==> config.mk <==
export PLATFORM = sky130hd
export DESIGN_NAME = piso_gated
export DESIGN_NICKNAME = d
export VERILOG_FILES = /design/src/rtl/piso_pkg.sv /design/src/rtl/piso_sync.sv /design/src/rtl/piso_edge.sv /design/src/rtl/piso_stages.sv /design/src/rtl/piso_gated.sv
export SDC_FILE = /design/constraint.sdc
export NUM_CORES = 1
export LEC_CHECK = 0
export BUFFER_PORTS_ARGS = -buffer_cell sky130_fd_sc_hd__buf_2
export CAP_MARGIN = 10
export CORE_AREA = 4 4 45 47
export CTS_CLUSTER_DIAMETER = 120
export CTS_CLUSTER_SIZE = 28
export DETAILED_ROUTE_END_ITERATION = 12
export DIE_AREA = 0 0 49 51
export SLEW_MARGIN = 30
export SYNTH_ARGS = -nofsm -noshare
export SYNTH_HDL_FRONTEND = slang
export SYNTH_SLANG_ARGS = --single-unit
==> constraint.sdc <==
create_clock -name clk -period 1.25 [get_ports clk]
set_input_delay 0.25 -clock clk [delete_from_list [all_inputs] [get_ports clk]]
set_output_delay 0.25 -clock clk [all_outputs]
set_load 0.03 [all_outputs]
==> src/rtl/piso_pkg.sv <==
package piso_pkg;

    // Register action chosen each system clock cycle
    typedef enum logic [1:0] {
        ACT_HOLD  = 2'd0,
        ACT_LOAD  = 2'd1,
        ACT_SHIFT = 2'd2
    } act_e;

    // Asynchronous control pins gathered for synchronization
    typedef struct packed {
        logic sck_a;
        logic sck_b;
        logic ser;
        logic load_n;
    } pins_t;

    localparam int SYNC_DEPTH = 2;

    // Reset value: clocks low, serial low, load inactive
    localparam pins_t PINS_RST = '{sck_a: 1'b0, sck_b: 1'b0, ser: 1'b0, load_n: 1'b1};

    // Load has priority over a detected shift edge
    function automatic act_e pick_act(input logic load_n, input logic fire);
        if (!load_n) begin
            return ACT_LOAD;
        end else if (fire) begin
            return ACT_SHIFT;
        end
        return ACT_HOLD;
    endfunction

endpackage

==> src/rtl/piso_sync.sv <==
module piso_sync #(
    parameter int           W       = 4,
    parameter int           DEPTH   = 2,
    parameter logic [W-1:0] RST_VAL = '0
) (
    input  logic         clk,
    input  logic         rst,
    input  logic [W-1:0] d,
    output logic [W-1:0] q
);

    logic [W-1:0] chain [DEPTH];

    for (genvar i = 0; i < DEPTH; i++) begin : g_stage
        if (i == 0) begin : g_first
            always_ff @(posedge clk) begin
                if (rst) chain[0] <= RST_VAL;
                else     chain[0] <= d;
            end
        end else begin : g_rest
            always_ff @(posedge clk) begin
                if (rst) chain[i] <= RST_VAL;
                else     chain[i] <= chain[i-1];
            end
        end
    end

    assign q = chain[DEPTH-1];

endmodule

==> src/rtl/piso_edge.sv <==
module piso_edge (
    input  logic clk,
    input  logic rst,
    input  logic sck_a,
    input  logic sck_b,
    output logic gate_lvl,
    output logic hist,
    output logic fire
);

    // Either pin high holds the combined level high (inhibit);
    // a pin held low passes the other pin through.
    assign gate_lvl = sck_a | sck_b;

    // History always follows the combined level, even during a load
    always_ff @(posedge clk) begin
        if (rst) hist <= 1'b0;
        else     hist <= gate_lvl;
    end

    assign fire = gate_lvl & ~hist;

endmodule

==> src/rtl/piso_stages.sv <==
module piso_stages
    import piso_pkg::*;
#(
    parameter int N = 8
) (
    input  logic         clk,
    input  logic         rst,
    input  act_e         act,
    input  logic         ser,
    input  logic [N-1:0] par,
    output logic [N-1:0] stage_q
);

    always_ff @(posedge clk) begin
        if (rst) begin
            stage_q <= '0;
        end else begin
            unique case (act)
                ACT_LOAD:  stage_q <= par;
                ACT_SHIFT: stage_q <= {stage_q[N-2:0], ser};
                default:   stage_q <= stage_q;
            endcase
        end
    end

endmodule

==> src/rtl/piso_gated.sv <==
module piso_gated
    import piso_pkg::*;
#(
    parameter int N = 8
) (
    input  logic         clk,
    input  logic         rst,
    input  logic         load_n,
    input  logic         sck_a,
    input  logic         sck_b,
    input  logic         ser_in,
    input  logic [N-1:0] par_in,
    output logic         ser_out,
    output logic         ser_out_n
);

    localparam int PW  = $bits(pins_t);
    localparam int MSB = N - 1;

    pins_t        pins_raw;
    pins_t        pins_s;
    logic [PW-1:0] pins_s_vec;
    logic         gate_lvl;
    logic         hist;
    logic         fire;
    logic         load_s;
    logic         ser_s;
    act_e         act;
    logic [N-1:0] stage_q;

    always_comb begin
        pins_raw.sck_a  = sck_a;
        pins_raw.sck_b  = sck_b;
        pins_raw.ser    = ser_in;
        pins_raw.load_n = load_n;
    end

    piso_sync #(
        .W      (PW),
        .DEPTH  (SYNC_DEPTH),
        .RST_VAL(PINS_RST)
    ) u_sync (
        .clk(clk),
        .rst(rst),
        .d  (pins_raw),
        .q  (pins_s_vec)
    );

    assign pins_s = pins_t'(pins_s_vec);
    assign load_s = pins_s.load_n;
    assign ser_s  = pins_s.ser;

    piso_edge u_edge (
        .clk     (clk),
        .rst     (rst),
        .sck_a   (pins_s.sck_a),
        .sck_b   (pins_s.sck_b),
        .gate_lvl(gate_lvl),
        .hist    (hist),
        .fire    (fire)
    );

    assign act = pick_act(load_s, fire);

    piso_stages #(.N(N)) u_stages (
        .clk    (clk),
        .rst    (rst),
        .act    (act),
        .ser    (ser_s),
        .par    (par_in),
        .stage_q(stage_q)
    );

    assign ser_out   = stage_q[MSB];
    assign ser_out_n = ~stage_q[MSB];

endmodule

# Word level (Yosys, flattened, before mapping)
# Memory sizes are Yosys's and may differ from the RTL's.
# Cells that the tools add are included.
# totals
mem_count,1
register_bits,9
word_cells,23
output_inout_bits,2
ramBits,8
# op_classes
n_mux,11
bitwise_logic,6
n_eq_ne,2
n_reduce_logical,1
# memory_table
name,words,width,rd,rd_clocked_by_memory_dff,write_ports,line,source
u_sync.chain,2,4,2,0,2,piso_sync.sv:12,logic [W-1:0] chain [DEPTH];
# op_table
operator,count
one-hot mux 8 bit (2 select lines),1
two-way mux 4 bit,2
two-way mux 2 bit,3
two-way mux 1 bit,5
bitwise OR 1 bit,3
"== test 2 x 1 -> 1 bit, second input constant",1
"== test 2 bit, second input constant",1
inverter 1 bit,2
nonzero test 2 bit,1
AND 1 bit,1

# Longest topological paths before layout
# Gate-level depths: netlist of the first run.
# logic_depth
depth_word,7
mapped_depth,4
depth_no_buf,3

# By module
# From an unflattened synthesis of the first run, not the netlist that was laid out.
# unflattened
cells_unflattened,60
hier_area_um2,659.4
# by_module_without_submodules
module,area_each_um2,n_inst,cells_each
piso_stages,389.1,1,37
piso_sync,210.2,1,16
piso_edge,46.3,1,4
piso_gated,13.8,1,3

# Worst setup path after synthesis of the first run
# OpenSTA, ideal clock, no wires.
# synth_path
path_type,reg-to-output
startpoint,register u_stages.stage_q[7]
endpoint,output ser_out_n
setup_slack_ns,0.280
t_arrival_ns,0.720
stages_incl_launch_ff,2
n_path_buf,0
cell_sequence,dfxtp_1 -> inv_1
# synth_between
elab_chain_cells,1
# synth_lines
element,line,source
start: declaration,piso_stages.sv:11,output logic [N-1:0] stage_q
start signal: assignment,piso_stages.sv:19,ACT_LOAD: stage_q <= par;
start signal: assignment,piso_stages.sv:20,"ACT_SHIFT: stage_q <= {stage_q[N-2:0], ser};"
start signal: assignment,piso_stages.sv:21,default: stage_q <= stage_q;
inverter 1 bit,piso_gated.sv:75,assign ser_out_n = ~stage_q[MSB];
end: declaration,piso_gated.sv:14,output logic ser_out_n
# No other way between the ends.

==> results_tabular.tex, run 1 <==
\begin{tabular}{lr}
\hline
Metric & Value \\
\hline
\multicolumn{2}{l}{\textbf{Worst setup path}} \\
Sort of element at the end of the critical path & register \\
Data arrival time of the critical path & 1.29 ns \\
Maximum fanout along the worst path & 8 \\
Worst setup SP type & register \\
WP data required & 1.44 ns \\
Worst setup path class & reg -> reg \\
\multicolumn{2}{l}{\textbf{STA}} \\
Final cycle utilization of the critical path & 87.4\% \\
Skew final & 0.00652 ns \\
Setup repair after global routing missed its margin & no \\
Final max-slew violation count & 0 \\
Worst Hold Margin & 0.141 ns \\
Maximum clock frequency & 0.915 GHz \\
Final hold violation count & 0 \\
Slack of the critical path & 0.158 ns \\
Tmin final & 1.09 ns \\
Total Negative Setup Slacks & 0 ns \\
Worst Tran Pin Value & 0.341 ns \\
Max\_slew headroom & 77.2\% \\
Setup Viol. Count Final & 0 \\
\multicolumn{2}{l}{\textbf{Layout}} \\
Fraction of final layout cells with drive strength greater than 1 & 28.0\% \\
\# nets final & 97 \\
Number of antenna diodes & 0 \\
Final cell count without fillers & 99 \\
Area delta synth->final & 17.0\% \\
Area of combinational cells with multiple inputs & 239 um\^{}2 \\
Most frequent cells in the layout & dfxtp\_1, nand2\_1, buf\_2 \\
Leading cell type in the layout, fill and taps excluded & dfxtp\_1 \\
Cell area after layout & 713 um\^{}2 \\
Total of fill cells in the finished design & 171 \\
Area taken by flip-flops and latches & 340 um\^{}2 \\
Final core occ & 43.2\% \\
\multicolumn{2}{l}{\textbf{Route}} \\
Pre-Repair DR Iteration Count & 4 \\
Post-detailed-route count of antenna-violating nets & 0 \\
Initial DRC Count & 5 \\
Post-Route WL & 1.01 mm \\
Number of vias after detailed routing & 463 \\
Avg WL per Cell & 10.2 um \\
Vias per std cell & 4.68 \\
Detailed-route DRC error count & 0 \\
\multicolumn{2}{l}{\textbf{Power}} \\
Worst IR Drop VDD & 0.553 mV \\
P per Cell Area & 1340 nW/um\^{}2 \\
Overall power consumption & 0.955 mW \\
Leakage power of the design & 0.283 nW \\
\multicolumn{2}{l}{\textbf{Clock network}} \\
CTS clk-pin slew, worst paths & 0.10 ns \\
Insertion delay of the later-clocked pin in the worst-skew pair & 0.28 ns \\
CTS buffer count & 3 \\
Buffer type at the clock tree root & clkbuf\_4 \\
Post-CTS sizing & 0 \\
H-tree depth & 1 \\
Cts hold-fix bufs & 0 \\
Total number of clock tree sinks & 17 \\
Post-CTS setup buffer count & 0 \\
TritonCTS clock tree & yes \\
Max clock buf depth & 2 \\
\multicolumn{2}{l}{\textbf{Status}} \\
Outcome & finished, final reports clean \\
\multicolumn{2}{l}{\textbf{GRT}} \\
Initial antenna violation count & 0 \\
Met2 global-route usage & 11.7\% \\
Via count of the first global-routing pass & 402 \\
Busiest layer in global routing & met2 \\
Maximum number of pins on one net before global-route repair & 18 \\
Global-route wire length before repair & 1.68 mm \\
Global routing usage on met3 & 3.50\% \\
Overflow left after global routing & 0 \\
Global routing usage summed across all routing layers & 8.50\% \\
GRT met1 Usage & 11.3\% \\
\multicolumn{2}{l}{\textbf{Place}} \\
DP Cell Count & 95 \\
Count of buffers inserted at the top-level ports & 15 \\
Placement-stage worst setup slack & 0.162 ns \\
Cell Area, Placed & 687 um\^{}2 \\
Placer congestion estimate & 0.709 \\
\multicolumn{2}{l}{\textbf{Min path}} \\
Type of the most critical hold path & in -> reg \\
\multicolumn{2}{l}{\textbf{Floorplan}} \\
Io pins & 16 \\
Die span in x & 49 um \\
Starting Density & 36.9\% \\
Core region area & 1650 um\^{}2 \\
Die height & 51 um \\
Total die area & 2500 um\^{}2 \\
Core Rows & 15 \\
\multicolumn{2}{l}{\textbf{Synthesis}} \\
Gate Count Post-Synth & 66 \\
Net count of the mapped netlist & 80 \\
Count of state elements after synthesis & 17 \\
Synth unique cells & 12 \\
Sequential-to-total area share from yosys stat & 55.9\% \\
Mean post-synth cell area & 9.23 um\^{}2 \\
Post-Synthesis Cell Area & 609 um\^{}2 \\
Synthesis warning total & 0 \\
\multicolumn{2}{l}{\textbf{Run}} \\
Max-cap violations & 0 \\
\hline
\end{tabular}
## critical path, stage by stage (launching register included)
cell	delay, ns
dfxtp_1	0.34
o21bai_2	0.32
nand2_1	0.09
a311oi_1	0.26
## where the power goes
part	switching (mW)	internal, mW	total, mW
logic	0.0483	0.0419	0.0902
clock network	0.159	0.124	0.282
registers	0.0122	0.570	0.583
## final cells by class
type | instances | area share (%)
Inverter | 1 | 0.526
Timing Repair Buffer | 16 | 11.6
Tap cell | 17 | 2.98
Multi-Input combinational cell | 44 | 33.5
Clock buffer | 4 | 3.68
Sequential cell | 17 | 47.7
## per-layer routing
metal  routed length, um  vias to the layer above
met2                 432                       13
li1                    -                      252
met5                   0                        -
met3                  79                        0
met1                 496                      198
met4                   0                        0
## worst paths after layout
path / startpoint / cells after the start / slack [ns] / to
max reg2reg: u_sync.chain[1][2]$_SDFF_PP0_ / 3 / 0.16 / u_stages.stage_q[5]$_SDFFE_PP0P_
min reg2reg: u_sync.chain[0][0]$_SDFF_PP1_ / 1 / 0.43 / u_sync.chain[1][0]$_SDFF_PP1_
min: load_n / 2 / 0.14 / u_sync.chain[0][0]$_SDFF_PP1_
max: u_sync.chain[1][2]$_SDFF_PP0_ / 3 / 0.16 / u_stages.stage_q[5]$_SDFFE_PP0P_
## sequential cells by signal, summed over array words and instances, names as in the netlist
| name | flops |
|---|---|
| u_stages.stage_q | 8 |
| u_edge.hist | 1 |
| u_sync.chain | 8 |
## synth_stat cells
master,n,area [um^2]
nand2_1,16,60.1
dfxtp_1,17,340
or2_2,2,12.5
clkbuf_2,1,5.00
buf_6,1,11.3
buf_2,2,10.0
nor2_1,10,37.5
inv_1,1,3.75
o21ba_2,1,10.0
o21bai_2,1,11.3
nor2b_1,6,37.5
a311oi_1,8,70.1
## logic make-up (layout without fill, tap and decap cells)
group                  after synthesis  count (layout)  share of synthesized area, %
and+or+nand+nor                     34              34                          24.2
buffers and inverters                5              21                          4.93
DFF                                 17              17                          55.9
AOI/OAI and AO/OA                   10              10                          15.0
Power figures use the tool's default switching activity.
==> run 2, diff against run 1 <==
Settings changed: CORE_AREA 4 4 45 47 to 4 4 47 49, DIE_AREA 0 0 49 51 to 0 0 51 53, HOLD_SLACK_MARGIN from default to 0.08, RECOVER_POWER from default to 25.
==> results_tabular.tex, run 2 (same netlist as run 1, synthesis figures left out) <==
\begin{tabular}{lr}
\hline
Metric & Value \\
\hline
\multicolumn{2}{l}{\textbf{Layout}} \\
Largest registers ranked by flip-flop count & u\_stages.stage\_q: 8 flops, u\_sync.chain: 8 flops, u\_edge.hist: 1 flops \\
Fraction of final layout cells with drive strength greater than 1 & 26.8\% \\
Total of fill cells in the finished design & 205 \\
Final core occ & 38.9\% \\
Area delta synth->final & 18.9\% \\
Cell area after layout & 724 um\^{}2 \\
\# nets final & 97 \\
Number of antenna diodes & 0 \\
Leading cell type in the layout, fill and taps excluded & dfxtp\_1 \\
Most frequent cells in the layout & dfxtp\_1, nand2\_1, buf\_2 \\
\multicolumn{2}{l}{\textbf{Floorplan}} \\
Io pins & 16 \\
Starting Density & 32.7\% \\
Core Rows & 16 \\
Total die area & 2700 um\^{}2 \\
Die span in x & 51 um \\
Core region area & 1860 um\^{}2 \\
Die height & 53 um \\
\multicolumn{2}{l}{\textbf{Clock network}} \\
Insertion delay of the later-clocked pin in the worst-skew pair & 0.29 ns \\
Max clock buf depth & 2 \\
Buffer type at the clock tree root & clkbuf\_4 \\
Post-CTS sizing & 0 \\
Total number of clock tree sinks & 17 \\
CTS clk-pin slew, worst paths & 0.10 ns \\
Cts hold-fix bufs & 0 \\
Post-CTS setup buffer count & 0 \\
TritonCTS clock tree & yes \\
CTS buffer count & 3 \\
H-tree depth & 1 \\
\multicolumn{2}{l}{\textbf{STA}} \\
Setup repair after global routing missed its margin & no \\
Final hold violation count & 0 \\
Max\_slew headroom & 54.2\% \\
Final cycle utilization of the critical path & 89.2\% \\
Maximum clock frequency & 0.897 GHz \\
Tmin final & 1.11 ns \\
Setup Viol. Count Final & 0 \\
Final max-slew violation count & 0 \\
Worst Hold Margin & 0.142 ns \\
Total Negative Setup Slacks & 0 ns \\
Worst Tran Pin Value & 0.687 ns \\
Skew final & 0.00715 ns \\
Slack of the critical path & 0.135 ns \\
\multicolumn{2}{l}{\textbf{Worst setup path}} \\
Worst setup SP type & register \\
Maximum fanout along the worst path & 3 \\
WP data required & 1.00 ns \\
Data arrival time of the critical path & 0.86 ns \\
Sort of element at the end of the critical path & output port \\
Worst setup path class & reg -> out \\
\multicolumn{2}{l}{\textbf{Route}} \\
Pre-Repair DR Iteration Count & 4 \\
Number of vias after detailed routing & 470 \\
Post-Route WL & 1.08 mm \\
Post-detailed-route count of antenna-violating nets & 0 \\
Detailed-route DRC error count & 0 \\
Vias per std cell & 4.31 \\
Avg WL per Cell & 9.93 um \\
Initial DRC Count & 8 \\
\multicolumn{2}{l}{\textbf{GRT}} \\
Overflow left after global routing & 0 \\
Global-route wire length before repair & 1.88 mm \\
Initial antenna violation count & 0 \\
Via count of the first global-routing pass & 462 \\
Global routing usage summed across all routing layers & 9.76\% \\
Maximum number of pins on one net before global-route repair & 18 \\
\multicolumn{2}{l}{\textbf{Place}} \\
Count of buffers inserted at the top-level ports & 15 \\
Cell Area, Placed & 699 um\^{}2 \\
Post-DP HPWL & 750 um \\
Placer congestion estimate & 0.712 \\
Placement-stage worst setup slack & 0.142 ns \\
\multicolumn{2}{l}{\textbf{Power}} \\
P per Cell Area & 1330 nW/um\^{}2 \\
Combinational cell fraction of total power & 9.3\% \\
Worst IR Drop VDD & 0.738 mV \\
Seq pwr share & 60.6\% \\
Share of total power in the clock network & 30.1\% \\
Net Switching & 0.226 mW \\
Cell-internal power & 0.736 mW \\
Sw Ratio & 23.5\% \\
Leakage power of the design & 0.281 nW \\
\multicolumn{2}{l}{\textbf{Run}} \\
Max-cap violations & 0 \\
\multicolumn{2}{l}{\textbf{Status}} \\
Outcome & finished, final reports clean \\
\multicolumn{2}{l}{\textbf{Min path}} \\
Type of the most critical hold path & in -> reg \\
\hline
\end{tabular}
-- run 2: changes by cell type in the layout (fill, tap and decap cells not counted), sizes merged --
cell | before | now
buf | 16 | 15
clkbuf | 4 | 5
-- run 2: power groups by stage --
stage | logic, mW | registers, mW | clock network (mW)
3_3_place_gp | 0.0896 | 0.595 | 0
2_1_floorplan | 0.0591 | 0.596 | 0
6_report | 0.0892 | 0.583 | 0.289
4_1_cts | 0.0918 | 0.583 | 0.305
5_1_grt | 0.101 | 0.587 | 0.326
3_5_place_dp | 0.0914 | 0.596 | 0
-- run 2: worst max-delay path, stage by stage, from the launching register on --
cell	delay (ns)
dfxtp_1	0.36
inv_1	0.05
buf_2	0.17
-- run 2: per-layer routing --
metal / track usage, % / up-vias / share of wire (%)
met5: 0 / - / 0
met4: 5.38 / 0 / 1.8
met3: 5.07 / 2 / 7.9
met2: 15.2 / 15 / 46
met1: 10.6 / 202 / 45
li1: - / 251 / -
-- run 2: worst paths after layout --
path / startpoint / endpoint / slack [ns] / cells past startpoint
setup / recovery: u_stages.stage_q[7]$_SDFFE_PP0P_ / ser_out_n / 0.14 / 2
hold / removal: load_n / u_sync.chain[0][0]$_SDFF_PP1_ / 0.14 / 2
setup reg to reg: u_sync.chain[1][2]$_SDFF_PP0_ / u_stages.stage_q[0]$_SDFFE_PP0P_ / 0.16 / 3
hold reg to reg: u_sync.chain[0][0]$_SDFF_PP1_ / u_sync.chain[1][0]$_SDFF_PP1_ / 0.42 / 1
-- run 2: layout make-up --
| class | count | area (um^2) | area share [%] |
|---|---|---|---|
| Inverter | 1 | 3.75 | 0.518 |
| Sequential cell | 17 | 340 | 47.0 |
| Timing Repair Buffer | 16 | 81.3 | 11.2 |
| Tap cell | 27 | 33.8 | 4.66 |
| Multi-Input combinational cell | 44 | 239 | 33.0 |
| Clock buffer | 4 | 26.3 | 3.63 |
-- run 2: metrics by stage --
stage | std cells | power, mW
floorplan | 66 | 0.655
global placement | 105 | 0.685
detailed placement | 105 | 0.687
CTS | 109 | 0.980
global route | 109 | 1.01
finish | 109 | 0.962
==> run 3, diff against run 2 <==
Settings changed: BUFFER_PORTS_ARGS -buffer_cell sky130_fd_sc_hd__buf_2 to -buffer_cell sky130_fd_sc_hd__buf_4, REMOVE_ABC_BUFFERS from default to 1.
==> results_tabular.tex, run 3 (same netlist as run 1, synthesis figures left out) <==
\begin{tabular}{lr}
\hline
Metric & Value \\
\hline
\multicolumn{2}{l}{\textbf{Status}} \\
Outcome & finished, final reports clean \\
\multicolumn{2}{l}{\textbf{GRT}} \\
Global-route wire length before repair & 1.74 mm \\
Via count of the first global-routing pass & 410 \\
Global routing usage summed across all routing layers & 8.99\% \\
Overflow left after global routing & 0 \\
Initial antenna violation count & 0 \\
Maximum number of pins on one net before global-route repair & 18 \\
\multicolumn{2}{l}{\textbf{Layout}} \\
Cell area after layout & 761 um\^{}2 \\
Area delta synth->final & 24.8\% \\
Final core occ & 40.9\% \\
Leading cell type in the layout, fill and taps excluded & dfxtp\_1 \\
Final cell count without fillers & 109 \\
\# nets final & 97 \\
Fraction of final layout cells with drive strength greater than 1 & 28.0\% \\
Largest registers ranked by flip-flop count & u\_stages.stage\_q: 8 flops, u\_sync.chain: 8 flops, u\_edge.hist: 1 flops \\
Most frequent cells in the layout & dfxtp\_1, nand2\_1, buf\_4 \\
Number of antenna diodes & 0 \\
\multicolumn{2}{l}{\textbf{STA}} \\
Worst Tran Pin Value & 0.692 ns \\
Worst Hold Margin & 0.142 ns \\
Final max-slew violation count & 0 \\
Maximum clock frequency & 0.898 GHz \\
Skew final & 0.00306 ns \\
Final cycle utilization of the critical path & 89.1\% \\
Setup repair after global routing missed its margin & no \\
Tmin final & 1.11 ns \\
Final hold violation count & 0 \\
Slack of the critical path & 0.137 ns \\
Max\_slew headroom & 53.8\% \\
Total Negative Setup Slacks & 0 ns \\
Setup Viol. Count Final & 0 \\
\multicolumn{2}{l}{\textbf{Floorplan}} \\
Core region area & 1860 um\^{}2 \\
Starting Density & 32.7\% \\
Total die area & 2700 um\^{}2 \\
Core Rows & 16 \\
Die span in x & 51 um \\
Io pins & 16 \\
Die height & 53 um \\
\multicolumn{2}{l}{\textbf{Clock network}} \\
Post-CTS sizing & 0 \\
Post-CTS setup buffer count & 0 \\
Cts hold-fix bufs & 0 \\
CTS buffer count & 3 \\
Insertion delay of the later-clocked pin in the worst-skew pair & 0.29 ns \\
Buffer type at the clock tree root & clkbuf\_4 \\
Max clock buf depth & 2 \\
TritonCTS clock tree & yes \\
CTS clk-pin slew, worst paths & 0.09 ns \\
H-tree depth & 1 \\
Total number of clock tree sinks & 17 \\
\multicolumn{2}{l}{\textbf{Worst setup path}} \\
Worst setup SP type & register \\
Sort of element at the end of the critical path & output port \\
Depth of the most critical reg-to-reg path & 3 \\
Cell with the largest stage delay on the worst path & dfxtp\_1 \\
Worst R2R Setup Slack & 0.16 ns \\
Stages on worst setup path & 2 \\
Maximum fanout along the worst path & 3 \\
Cells along the critical path & inv\_1, buf\_4 \\
Worst path buffer plus inverter count & 2 \\
Worst setup path class & reg -> out \\
WP data required & 1.00 ns \\
Data arrival time of the critical path & 0.86 ns \\
Delay contributed by the slowest stage of the critical path & 0.37 ns \\
Worst path top cell family by delay & flip-flops \\
\multicolumn{2}{l}{\textbf{Power}} \\
P per Cell Area & 1280 nW/um\^{}2 \\
Leakage power of the design & 0.296 nW \\
Worst IR Drop VDD & 0.862 mV \\
Overall power consumption & 0.971 mW \\
\multicolumn{2}{l}{\textbf{Place}} \\
Count of buffers inserted at the top-level ports & 15 \\
Post-DP HPWL & 692 um \\
Placement-stage worst setup slack & 0.162 ns \\
DP Cell Count & 105 \\
Placer congestion estimate & 0.725 \\
Cell Area, Placed & 737 um\^{}2 \\
\multicolumn{2}{l}{\textbf{Route}} \\
Post-Route WL & 1.02 mm \\
Initial DRC Count & 6 \\
Pre-Repair DR Iteration Count & 4 \\
Post-detailed-route count of antenna-violating nets & 0 \\
Vias per std cell & 4.36 \\
Number of vias after detailed routing & 475 \\
Detailed-route DRC error count & 0 \\
Avg WL per Cell & 9.35 um \\
\multicolumn{2}{l}{\textbf{Run}} \\
Max-cap violations & 0 \\
\multicolumn{2}{l}{\textbf{Min path}} \\
Type of the most critical hold path & in -> reg \\
Worst Hold Depth & 2 \\
\hline
\end{tabular}
==> run 3: per-layer routing <==
| metal | GRT usage, % | vias up | part of all wire (%) |
|---|---|---|---|
| met4 | 2.69 | 0 | 0 |
| met5 | 0 | - | 0 |
| met1 | 10.6 | 209 | 48 |
| met3 | 5.92 | 0 | 8.7 |
| met2 | 13.1 | 14 | 43 |
| li1 | - | 252 | - |
==> run 3: final timing paths <==
| check | start | endpoint |
|---|---|---|
| max | u_stages.stage_q[7]$_SDFFE_PP0P_ | ser_out_n |
| min | load_n | u_sync.chain[0][0]$_SDFF_PP1_ |
| max reg2reg | u_sync.chain[1][2]$_SDFF_PP0_ | u_stages.stage_q[2]$_SDFFE_PP0P_ |
| min reg2reg | u_sync.chain[0][0]$_SDFF_PP1_ | u_sync.chain[1][0]$_SDFF_PP1_ |
==> run 3: worst reg2reg max path, stage by stage, from the launching register on <==
cell,delay (ns)
dfxtp_1,0.34
o21bai_2,0.33
nand2_1,0.10
a311oi_1,0.25
==> run 3: final cells by class <==
type / count / area (um^2)
clock buffer: 3 / 22.5
clock inverter: 1 / 5.00
fill: 191 / 1100
inverter: 1 / 3.75
multi-input combinational: 44 / 239
sequential: 17 / 340
tap: 27 / 33.8
timing repair buffer: 16 / 116
==> run 3: power breakdown <==
group	switching, mW	internal [mW]
sequential	0.0123	0.570
clock	0.167	0.119
combinational	0.0487	0.0540
